===== src/rtl/ocr_pkg.sv =====
package ocr_pkg;
  typedef enum logic [1:0] {
    ST_IDLE  = 2'd0,
    ST_READ  = 2'd1,
    ST_DRAIN = 2'd2,
    ST_WRITE = 2'd3
  } ocr_state_t;
endpackage


===== src/rtl/ocr_run_detect.sv =====
module ocr_run_detect #(
  parameter int DATA_W  = 8,
  parameter int RUN_MIN = 4
) (
  input  logic [DATA_W-1:0] byte_i,
  output logic              hit_o
);
  localparam int NPOS = DATA_W - RUN_MIN + 1;
  logic [NPOS-1:0] win;

  generate
    for (genvar p = 0; p < NPOS; p++) begin : g_win
      assign win[p] = &byte_i[p +: RUN_MIN];
    end
  endgenerate

  assign hit_o = |win;
endmodule


===== src/rtl/ocr_scan_ctrl.sv =====
module ocr_scan_ctrl
  import ocr_pkg::*;
#(
  parameter int LEN   = 64,
  parameter int IDX_W = 6
) (
  input  logic             clk,
  input  logic             rst_n,
  input  logic             start,
  output ocr_state_t       state_o,
  output logic [IDX_W-1:0] idx_o
);
  localparam logic [IDX_W-1:0] LAST = IDX_W'(LEN - 1);
  ocr_state_t state;
  logic [IDX_W-1:0] idx;

  always_ff @(posedge clk) begin
    if (!rst_n) begin
      state <= ST_IDLE;
      idx   <= '0;
    end else begin
      unique case (state)
        ST_IDLE: if (start) begin
          state <= ST_READ;
          idx   <= '0;
        end
        ST_READ: begin
          idx <= idx + 1'b1;
          if (idx == LAST) state <= ST_DRAIN;
        end
        ST_DRAIN: state <= ST_WRITE;
        ST_WRITE: state <= ST_IDLE;
        default:  state <= ST_IDLE;
      endcase
    end
  end

  assign state_o = state;
  assign idx_o   = idx;
endmodule


===== src/rtl/ocr_tally.sv =====
module ocr_tally #(
  parameter int CNT_W = 7
) (
  input  logic             clk,
  input  logic             rst_n,
  input  logic             clear,
  input  logic             rd_issue,
  input  logic             hit,
  output logic [CNT_W-1:0] count_o
);
  logic pend;
  logic [CNT_W-1:0] cnt;

  always_ff @(posedge clk) begin
    if (!rst_n) begin
      pend <= 1'b0;
      cnt  <= '0;
    end else begin
      pend <= rd_issue;
      if (clear)            cnt <= '0;
      else if (pend && hit) cnt <= cnt + 1'b1;
    end
  end

  assign count_o = cnt;
endmodule


===== src/rtl/ones_run_counter.sv =====
module ones_run_counter
  import ocr_pkg::*;
#(
  parameter int DATA_W   = 8,
  parameter int ADDR_W   = 8,
  parameter int BASE     = 32,
  parameter int LEN      = 64,
  parameter int RES_ADDR = 5,
  parameter int RUN_MIN  = 4
) (
  input  logic              clk,
  input  logic              rst_n,
  input  logic              start,
  output logic              busy,
  output logic              done,
  output logic [ADDR_W-1:0] mem_addr,
  output logic              mem_rd_en,
  output logic              mem_wr_en,
  output logic [DATA_W-1:0] mem_wdata,
  input  logic [DATA_W-1:0] mem_rdata
);
  localparam int IDX_W = (LEN > 1) ? $clog2(LEN) : 1;
  localparam int CNT_W = $clog2(LEN + 1);

  ocr_state_t       state;
  logic [IDX_W-1:0] idx;
  logic             hit;
  logic [CNT_W-1:0] count;
  logic             done_q;
  logic             accept;

  assign accept = (state == ST_IDLE) && start;

  ocr_scan_ctrl #(.LEN(LEN), .IDX_W(IDX_W)) u_ctrl (
    .clk(clk), .rst_n(rst_n), .start(start), .state_o(state), .idx_o(idx)
  );

  ocr_run_detect #(.DATA_W(DATA_W), .RUN_MIN(RUN_MIN)) u_det (
    .byte_i(mem_rdata), .hit_o(hit)
  );

  ocr_tally #(.CNT_W(CNT_W)) u_tally (
    .clk(clk), .rst_n(rst_n), .clear(accept),
    .rd_issue(state == ST_READ), .hit(hit), .count_o(count)
  );

  always_ff @(posedge clk) begin
    if (!rst_n) done_q <= 1'b0;
    else        done_q <= (state == ST_WRITE);
  end

  always_comb begin
    mem_rd_en = (state == ST_READ);
    mem_wr_en = (state == ST_WRITE);
    mem_wdata = DATA_W'(count);
    if (state == ST_WRITE) mem_addr = ADDR_W'(RES_ADDR);
    else                   mem_addr = ADDR_W'(BASE) + ADDR_W'(idx);
  end

  assign busy = (state != ST_IDLE);
  assign done = done_q;
endmodule


===== config.mk =====
export PLATFORM = sky130hd
export DESIGN_NAME = ones_run_counter
export DESIGN_NICKNAME = d
export VERILOG_FILES = /design/src/rtl/ocr_pkg.sv /design/src/rtl/ocr_run_detect.sv /design/src/rtl/ocr_scan_ctrl.sv /design/src/rtl/ocr_tally.sv /design/src/rtl/ones_run_counter.sv
export SDC_FILE = /design/constraint.sdc
export NUM_CORES = 1
export LEC_CHECK = 0
export ABC_CLOCK_PERIOD_IN_PS = 1700
export BUFFER_PORTS_ARGS = -buffer_cell sky130_fd_sc_hd__buf_2
export CAP_MARGIN = 10
export CELL_PAD_IN_SITES_DETAIL_PLACEMENT = 1
export CELL_PAD_IN_SITES_GLOBAL_PLACEMENT = 2
export CORE_MARGIN = 5
export CORE_UTILIZATION = 24
export CTS_CLUSTER_DIAMETER = 200
export CTS_CLUSTER_SIZE = 14
export DETAILED_ROUTE_END_ITERATION = 16
export PLACE_DENSITY_LB_ADDON = 0.1
export SLEW_MARGIN = 20
export SYNTH_ARGS = -nofsm -noshare
export SYNTH_HDL_FRONTEND = slang
export SYNTH_SLANG_ARGS = --single-unit

===== constraint.sdc =====
create_clock -name clk -period 1.7 [get_ports clk]
set_clock_uncertainty 0.05 [all_clocks]
set_input_delay 0.34 -clock clk [delete_from_list [all_inputs] [get_ports clk]]
set_output_delay 0.34 -clock clk [all_outputs]
set_load 0.01 [all_outputs]

==> results.cfg, run 1 <==
[floorplanning]
ios = 31
coreArea_sq_um = 3660
die_w_microns = 71.6
std_cell_rows = 22
die_area_sq_um = 5120
die_y_microns = 71.6
start_util_pct = 24.8

[critical_path]
crit_path_start_kind = flip-flop
endpoint_kind = output port
worst_path_most_repeated_cell = buf_6
slowest_delay_ns = 0.33
path_buf_inv = 2
cp_max_fo = 5
worst-setup-path-type = reg2out
path_cells = buf_6 -> ha_4 -> or2_2 -> buf_6
arrival_ns = 1.27
crit_path_top_delay_cell = dfxtp_2
required_ns = 1.31
cp_top_family = flip-flops

[global_routing]
grt_pass1_vias = 888
antenna_found_initial = 0
groute.usage.overall_pct = 9.57
grt_max_degree = 12
grt_pass1_wl_microns = 3860
overflow = 0

[detailed_routing]
ant_nets = 0
met1_length_microns = 971
avgViaCountPerCell = 4.47
num_vias = 871
top_layer = met4
firstDrtPassIters = 3
wirelength_microns = 2320
wl_per_cell_microns = 11.9
drt_iter0_markers = 9
met2WireLength_microns = 1200
wl_met3_microns = 131
drc_errors = 0

[placement]
detailed_place.area_sq_um = 1140
io_buffers = 28
pre_cts_slack_ns = -0.101
post-place-cells = 190
gp_congestion = 0.681
dpl.hpwl_microns = 1850

[logic_synthesis]
syn_avg_cell_area_sq_um = 8.35
ys_warn_count = 0
ys_types = 28
yosys-top-cells-area = dfxtp_1, ha_1, o21ai_0, nand2_1, a21oi_1
yosysTopAreaCell = dfxtp_1
netlist_instances = 109
synth_edf_count = 0
synthArstFlopShare_pct = 0
yosysTopAreaCellShare_pct = 37.4
synthTopCellsByCount = dfxtp_1, nand2_1, o21ai_0
ys_seq_area_share_pct = 37.4
synth.most_common_cell = dfxtp_1
netlist_area_sq_um = 910
ys_seq_elements = 17
ys.flop_type = dfxtp_1

[flow_run]
maxCapViolCount = 0

[timing]
final.setup.worst_slack_ns = 0.0435
slew_violations = 0
finalCritPeriodShare_pct = 97.4
hold_violations = 0
fmax_mhz = 604
setup_viol = 0
period_needed_ns = 1.66

[min_path]
hold_class = in2reg

[final_layout]
area.sequential_sq_um = 345
multi_input_area_sq_um = 537
fin_area_sq_um = 1230
syn_to_final_growth_pct = 35.6
n_fill_cell = 460
final_layout_size_suffix_gt1_share_pct = 32.7
nets = 166
fin_cells = 195
diodes = 0
fin_util_pct = 33.7

[clock_network]
clock_latency_ns = 0.25
cts_hold_buf = 0
cts.path.max_buffers = 2
clk_pin_slew_worst_paths_ns = 0.07
cts.sink_count = 17
cts_tree = yes
cts.htree.levels = 1
clock-root-buffer = clkbuf_8
cts_buffers = 3

[outcome]
status = finished clean

[power_and_ir_drop]
leakagePower_nw = 0.539
p_total_w = 0.00131
p_per_area_nw_per_um2 = 1060
vdd_drop_max_mv = 0.616
==> cell usage in the layout, fill, tap and decap left out <==
| cell type | n |
|---|---|
| buf_2 | 26 |
| dfxtp_1 | 15 |
| nand2_1 | 13 |
| o21ai_0 | 11 |
| a21oi_1 | 8 |
| buf_4 | 7 |
| ha_1 | 6 |
| inv_1 | 5 |
| nor2_1 | 5 |
| nor2b_1 | 5 |
| nand3_1 | 5 |
| and2_1 | 5 |
| or3_1 | 4 |
| buf_6 | 4 |
| mux2i_1 | 3 |
| clkbuf_8 | 3 |
| or2_2 | 2 |
| xnor2_1 | 2 |
| a32oi_1 | 2 |
| or3_2 | 2 |
| conb_1 | 2 |
| nand2b_1 | 1 |
| o22ai_1 | 1 |
| or4b_4 | 1 |
| o31ai_1 | 1 |
| or4_1 | 1 |
| nor3_1 | 1 |
| nand4_1 | 1 |
| xor2_1 | 1 |
| ha_4 | 1 |
| clkbuf_1 | 1 |
| dfxtp_2 | 1 |
| dfxtp_4 | 1 |
==> path summary, 6_finish.rpt <==
kind	endpoint	slack, ns	cells after the start	from
max	mem_addr[0]	0.04	4	u_ctrl.state_o[0]
min	u_ctrl.state_o[1]	0.38	3	rst_n
min reg2reg	u_tally.count_o[6]	0.45	2	u_tally.count_o[6]
max reg2reg	u_ctrl.idx_o[3]	0.17	6	u_ctrl.state_o[1]
==> report_power, final <==
| group | leakage [nW] | switching, W | internal (W) | total [W] |
|---|---|---|---|---|
| sequential | 0.139 | 0.0000359 | 0.000445 | 0.000481 |
| combinational | 0.378 | 0.000271 | 0.000252 | 0.000523 |
| clock | 0.0228 | 0.000142 | 0.000166 | 0.000308 |
| total | 0.539 | 0.000448 | 0.000863 | 0.00131 |
==> area by class of cell <==
type | count | area share (%)
inverter | 5 | 1.52
multi-input combinational | 84 | 43.5
tap | 48 | 4.87
clock buffer | 4 | 3.65
sequential | 17 | 28.0
timing repair buffer | 37 | 18.5
==> per-layer routing <==
| metal | track usage [%] | vias up |
|---|---|---|
| met2 | 17.1 | 15 |
| met3 | 4.21 | 2 |
| met5 | 0 | - |
| li1 | - | 448 |
| met1 | 10.2 | 406 |
| met4 | 2.51 | 0 |
==> sequential cells by signal, summed over array words and instances, names as in the netlist <==
signal / flops
done: 1
u_ctrl.idx_o: 6
u_ctrl.state_o: 2
u_tally.count_o: 7
u_tally.pend: 1
==> worst reg2reg max path, stage by stage, from the launching register on <==
cell and delay (ns):
dfxtp_4 0.38, inv_1 0.07, ha_1 0.21, mux2i_1 0.12, buf_4 0.16, or3_1 0.34, a21oi_1 0.14
==> metrics by stage <==
step	setup TNS, ns	hold slack (ns)
3_5_place_dp	-0.358	0.433
2_1_floorplan	0	0.421
5_1_grt	-0.0187	0.401
4_1_cts	0	0.384
6_report	0	0.383
3_3_place_gp	-0.256	0.421
==> cells by family after synthesis <==
logic type / synth area share, %
other: 0.412
and+or+nand+nor: 27.1
buffers and inverters: 5.36
AOI/OAI and AO/OA: 13.9
xor gates and xnor gates: 2.89
muxes: 3.30
adders and majority gates: 9.63
DFF: 37.4
==> what timing repair did <==
item,CTS,global route
setup buffers,1,0
setup endpoints to repair,7,6
endpoints found under the hold margin,0,0
resized for setup,3,6
pin swaps,0,1
(Power assumes the default switching activity.)
==> inputs of run 2 (changes only) <==
- ABC_CLOCK_PERIOD_IN_PS: 1700 -> 1720
- CORE_UTILIZATION: 24 -> 27
- TNS_END_PERCENT: default -> 10
- clock period: 1.7 -> 1.72 ns (I/O delays scaled with it)
==> results.cfg, run 2 (synthesis results as in run 1) <==
[timing]
slew_violations = 0
hold_violations = 0
setup_viol = 0
tns_ns = 0
fmax_mhz = 602
finalCritPeriodShare_pct = 96.7
period_needed_ns = 1.66
rsz0062_at_grt = yes

[global_routing]
overflow = 0
grt_max_degree = 12
grt_pass1_wl_microns = 3780
antenna_found_initial = 0
groute.usage.overall_pct = 10.6
grt_pass1_vias = 855

[floorplanning]
die_y_microns = 68.0
start_util_pct = 27.5
coreArea_sq_um = 3310
die_w_microns = 68.0
std_cell_rows = 21
die_area_sq_um = 4630
ios = 31

[final_layout]
n_fill_cell = 432
nets = 163
final_cell_mix = buf_2, dfxtp_1, nand2_1
largest_register_ffs = 7
final_layout_size_suffix_gt1_share_pct = 33.3
diodes = 0
multi_input_area_sq_um = 539
area.sequential_sq_um = 348
fin_util_pct = 35.5
syn_to_final_growth_pct = 29.3
final_common_cell = buf_2

[clock_network]
clock-root-buffer = clkbuf_4
cts_buffers = 3
cts_tree = yes
clk_pin_slew_worst_paths_ns = 0.10
cts_hold_buf = 0
cts.htree.levels = 1
clock_latency_ns = 0.29
cts.sink_count = 17
cts_setup_buffers = 0
cts.path.max_buffers = 2

[critical_path]
reg2reg_from = u_tally.pend
crit_path_start_kind = flip-flop
slowest_delay_ns = 0.38
path_cells = ha_4 -> or2_2 -> buf_2
endpoint_kind = output port
required_ns = 1.33
cp_top_family = flip-flops
arrival_ns = 1.27
startpoint = u_ctrl.state_o[0]
path_buf_inv = 1
crit_path_top_delay_cell = dfxtp_4
cp_max_fo = 9
worst-setup-path-type = reg2out

[outcome]
status = finished clean

[flow_run]
maxCapViolCount = 0

[detailed_routing]
drc_errors = 0
drt_iter0_markers = 20
num_vias = 882
ant_nets = 0
wirelength_microns = 2290
wl_per_cell_microns = 12.1
avgViaCountPerCell = 4.64
firstDrtPassIters = 3

[power_and_ir_drop]
vdd_drop_max_mv = 0.504
p_per_area_nw_per_um2 = 999
leakagePower_nw = 0.514

[min_path]
hp-start = rst_n
hold_class = in2reg

[placement]
gp_congestion = 0.779
dpl.hpwl_microns = 1820
io_buffers = 28
[run 2: cell types whose count changed in the layout (fill, tap and decap cells not counted), moves of 2 or more]
cell,previous run,this run
clkbuf_8,3,0
buf_2,26,28
buf_6,4,0
clkbuf_4,0,3
[run 2: what timing repair did]
item / CTS / global route
endpoints found under the hold margin: 0 / 0
pin swaps: 0 / 1
setup endpoints to repair: 8 / 3
resized for setup: 3 / 5
[run 2: metrics by stage]
step,cell area (sq um),hold slack (ns),setup slack [ns],power (W),cells
2_1_floorplan,913,0.421,0.0703,0.000742,110
3_3_place_gp,1130,0.413,-0.0709,0.000930,186
3_5_place_dp,1130,0.432,-0.119,0.000945,186
4_1_cts,1160,0.320,-0.0166,0.00117,190
5_1_grt,1180,0.333,-0.00814,0.00129,190
6_report,1180,0.325,0.0576,0.00118,190
[run 2: worst register-to-register path, stage by stage (launching register included)]
cell	delay, ns
dfxtp_1	0.31
or4b_4	0.50
or4_1	0.49
a21oi_1	0.16
[run 2: cell type report]
cell class | instances | share of cell area [%]
Multi-Input combinational cell | 84 | 45.9
Sequential cell | 17 | 29.6
Timing Repair Buffer | 34 | 15.7
Tap cell | 46 | 4.89
Clock buffer | 3 | 1.91
Inverter | 5 | 1.60
Clock inverter | 1 | 0.426
[run 2: worst paths after layout]
kind | end | slack [ns] | depth (start not counted)
min | u_ctrl.state_o[1] | 0.33 | 3
max reg2reg | u_tally.count_o[5] | 0.15 | 3
min reg2reg | u_tally.count_o[6] | 0.45 | 2
max | mem_addr[2] | 0.06 | 3
[run 2: power breakdown]
part / leakage [nW] / switching (W) / internal, W / total, W
Combinational: 0.358 / 0.000254 / 0.000218 / 0.000471
Clock: 0.0177 / 0.000128 / 0.0000863 / 0.000215
Sequential: 0.139 / 0.0000462 / 0.000443 / 0.000489
[run 2: routing by layer]
layer	track usage (%)	part of all wire, %	vias to the layer above
met5	0	0	-
met4	4.47	0.61	0
met3	2.13	6.4	2
met2	17.3	45	20
met1	13.5	47	418
li1	-	-	442
==> inputs of run 3 (changes only) <==
- PLACE_DENSITY: default -> 0.88
- PLACE_DENSITY_LB_ADDON: 0.1 -> default
- RECOVER_POWER: default -> 100
==> results.cfg, run 3 (synthesis results as in run 1) <==
[outcome]
status = finished clean

[detailed_routing]
avgViaCountPerCell = 4.65
num_vias = 870
ant_nets = 0
wl_per_cell_microns = 12.5
wirelength_microns = 2330
drt_iter0_markers = 47
firstDrtPassIters = 4
drc_errors = 0

[clock_network]
clock-root-buffer = clkbuf_4
cts_tree = yes
clk_pin_slew_worst_paths_ns = 0.11
cts.sink_count = 17
cts.path.max_buffers = 2
cts_buffers = 3
clock_latency_ns = 0.29
cts.htree.levels = 1

[placement]
io_buffers = 28
pre_cts_slack_ns = -0.155
gp_congestion = 0.755
dpl.hpwl_microns = 1860
detailed_place.area_sq_um = 1100

[timing]
period_needed_ns = 1.64
finalCritPeriodShare_pct = 95.5
final.setup.worst_slack_ns = 0.0767
hold_violations = 0
fmax_mhz = 609
setup_viol = 0
slew_violations = 0
hold_ws_ns = 0.339

[power_and_ir_drop]
p_total_w = 0.00122
switching_share_pct = 36.6
comb_power_share_pct = 41.7
leakagePower_nw = 0.503
p_int_w = 0.000774
switchingPower_w = 0.000448
vdd_drop_max_mv = 0.679
clockPowerShare_pct = 18.3
pwr-share-seq_pct = 40.0
p_per_area_nw_per_um2 = 1030

[final_layout]
diodes = 0
final_common_cell = buf_2
syn_to_final_growth_pct = 29.8
final_cell_mix = buf_2, dfxtp_1, nand2_1
nets = 160
fin_area_sq_um = 1180
final_layout_size_suffix_gt1_share_pct = 31.9
largest_register_ffs = 7

[min_path]
hold_class = in2reg
hp-start = rst_n

[global_routing]
grt_pass1_wl_microns = 3780
overflow = 0
groute.usage.overall_pct = 10.6
grt_pass1_vias = 874
grt_max_degree = 14
antenna_found_initial = 0

[critical_path]
arrival_ns = 1.25
startpoint = u_ctrl.state_o[0]
crit_end = busy
path_cells = inv_1 -> ha_4 -> buf_4 -> inv_1 -> buf_2
crit_path_start_kind = flip-flop
worst_path_most_repeated_cell = inv_1
reg2reg_from = u_tally.pend
path_buf_inv = 4
worst-setup-path-type = reg2out
crit-reg2reg-capture = u_tally.count_o[5]
required_ns = 1.33
slowest_delay_ns = 0.39
cp.depth = 5
cp_max_fo = 4
r2r_setup_slack_ns = 0.12
endpoint_kind = output port
reg2reg_depth = 3
cp_top_family = flip-flops
crit_path_top_delay_cell = dfxtp_4

[floorplanning]
die_y_microns = 68.0
std_cell_rows = 21
ios = 31
coreArea_sq_um = 3310
die_w_microns = 68.0
start_util_pct = 27.5
die_area_sq_um = 4630

[flow_run]
maxCapViolCount = 0
==> run 3: cell count changes in the layout (fill, tap and decap cells not counted), sizes merged <==
cell | before | now
buf | 34 | 31
==> run 3: area by class of cell <==
| class | count | area, sq um |
|---|---|---|
| Clock buffer | 3 | 22.5 |
| Clock inverter | 1 | 5.00 |
| Fill cell | 427 | 2130 |
| Inverter | 5 | 18.8 |
| Multi-Input combinational cell | 84 | 554 |
| Sequential cell | 17 | 348 |
| Tap cell | 46 | 57.6 |
| Timing Repair Buffer | 31 | 175 |
==> run 3: worst min-delay path by stage <==
stage	endpoint	slack, ns	depth (start not counted)
floorplan	u_ctrl.state_o[1]	0.42	2
global placement	u_tally.count_o[6]	0.42	2
CTS	u_ctrl.state_o[1]	0.32	3
finish	u_ctrl.state_o[1]	0.34	3
global route	u_ctrl.state_o[1]	0.32	3
detailed placement	u_tally.count_o[6]	0.43	2
==> run 3: per-layer routing <==
layer / global-route usage, % / share of wire (%) / wire [microns] / up-vias
li1: - / - / - / 434
met1: 12.2 / 44 / 1030 / 418
met2: 18.3 / 52 / 1200 / 16
met3: 3.45 / 3.7 / 87 / 2
met4: 3.72 / 0.43 / 10 / 0
met5: 0 / 0 / 0 / -
==> run 3: worst register-to-register path: stages (launching register included) <==
cell and delay (ns):
dfxtp_1 0.32, or4b_4 0.54, or4_1 0.49, a21oi_1 0.15
==> run 3: stage by stage <==
step	cells	setup TNS (ns)	util, %
finish	187	0	35.7
floorplan	110	0	-
CTS	187	-0.0386	34.4
global placement	183	-0.280	33.3
global route	187	-0.000177	35.7
detailed placement	183	-0.461	33.3
==> run 3: repair_timing <==
| item | in CTS | in global routing |
|---|---|---|
| hold buffers | 0 | 0 |
| pin swaps | 0 | 1 |
| gates cloned | 0 | 0 |
| gates resized for setup | 4 | 9 |
| buffers inserted | 0 | 0 |
| endpoints found under the setup margin | 4 | 3 |
==> run 3: power by group through the flow <==
stage | registers, W | clock network, W | logic [W]
after floorplan | 0.000466 | 0 | 0.000276
after global placement | 0.000471 | 0 | 0.000437
after detailed placement | 0.000475 | 0 | 0.000453
after CTS | 0.000471 | 0.000243 | 0.000464
after global routing | 0.000496 | 0.000260 | 0.000569
final | 0.000489 | 0.000223 | 0.000509
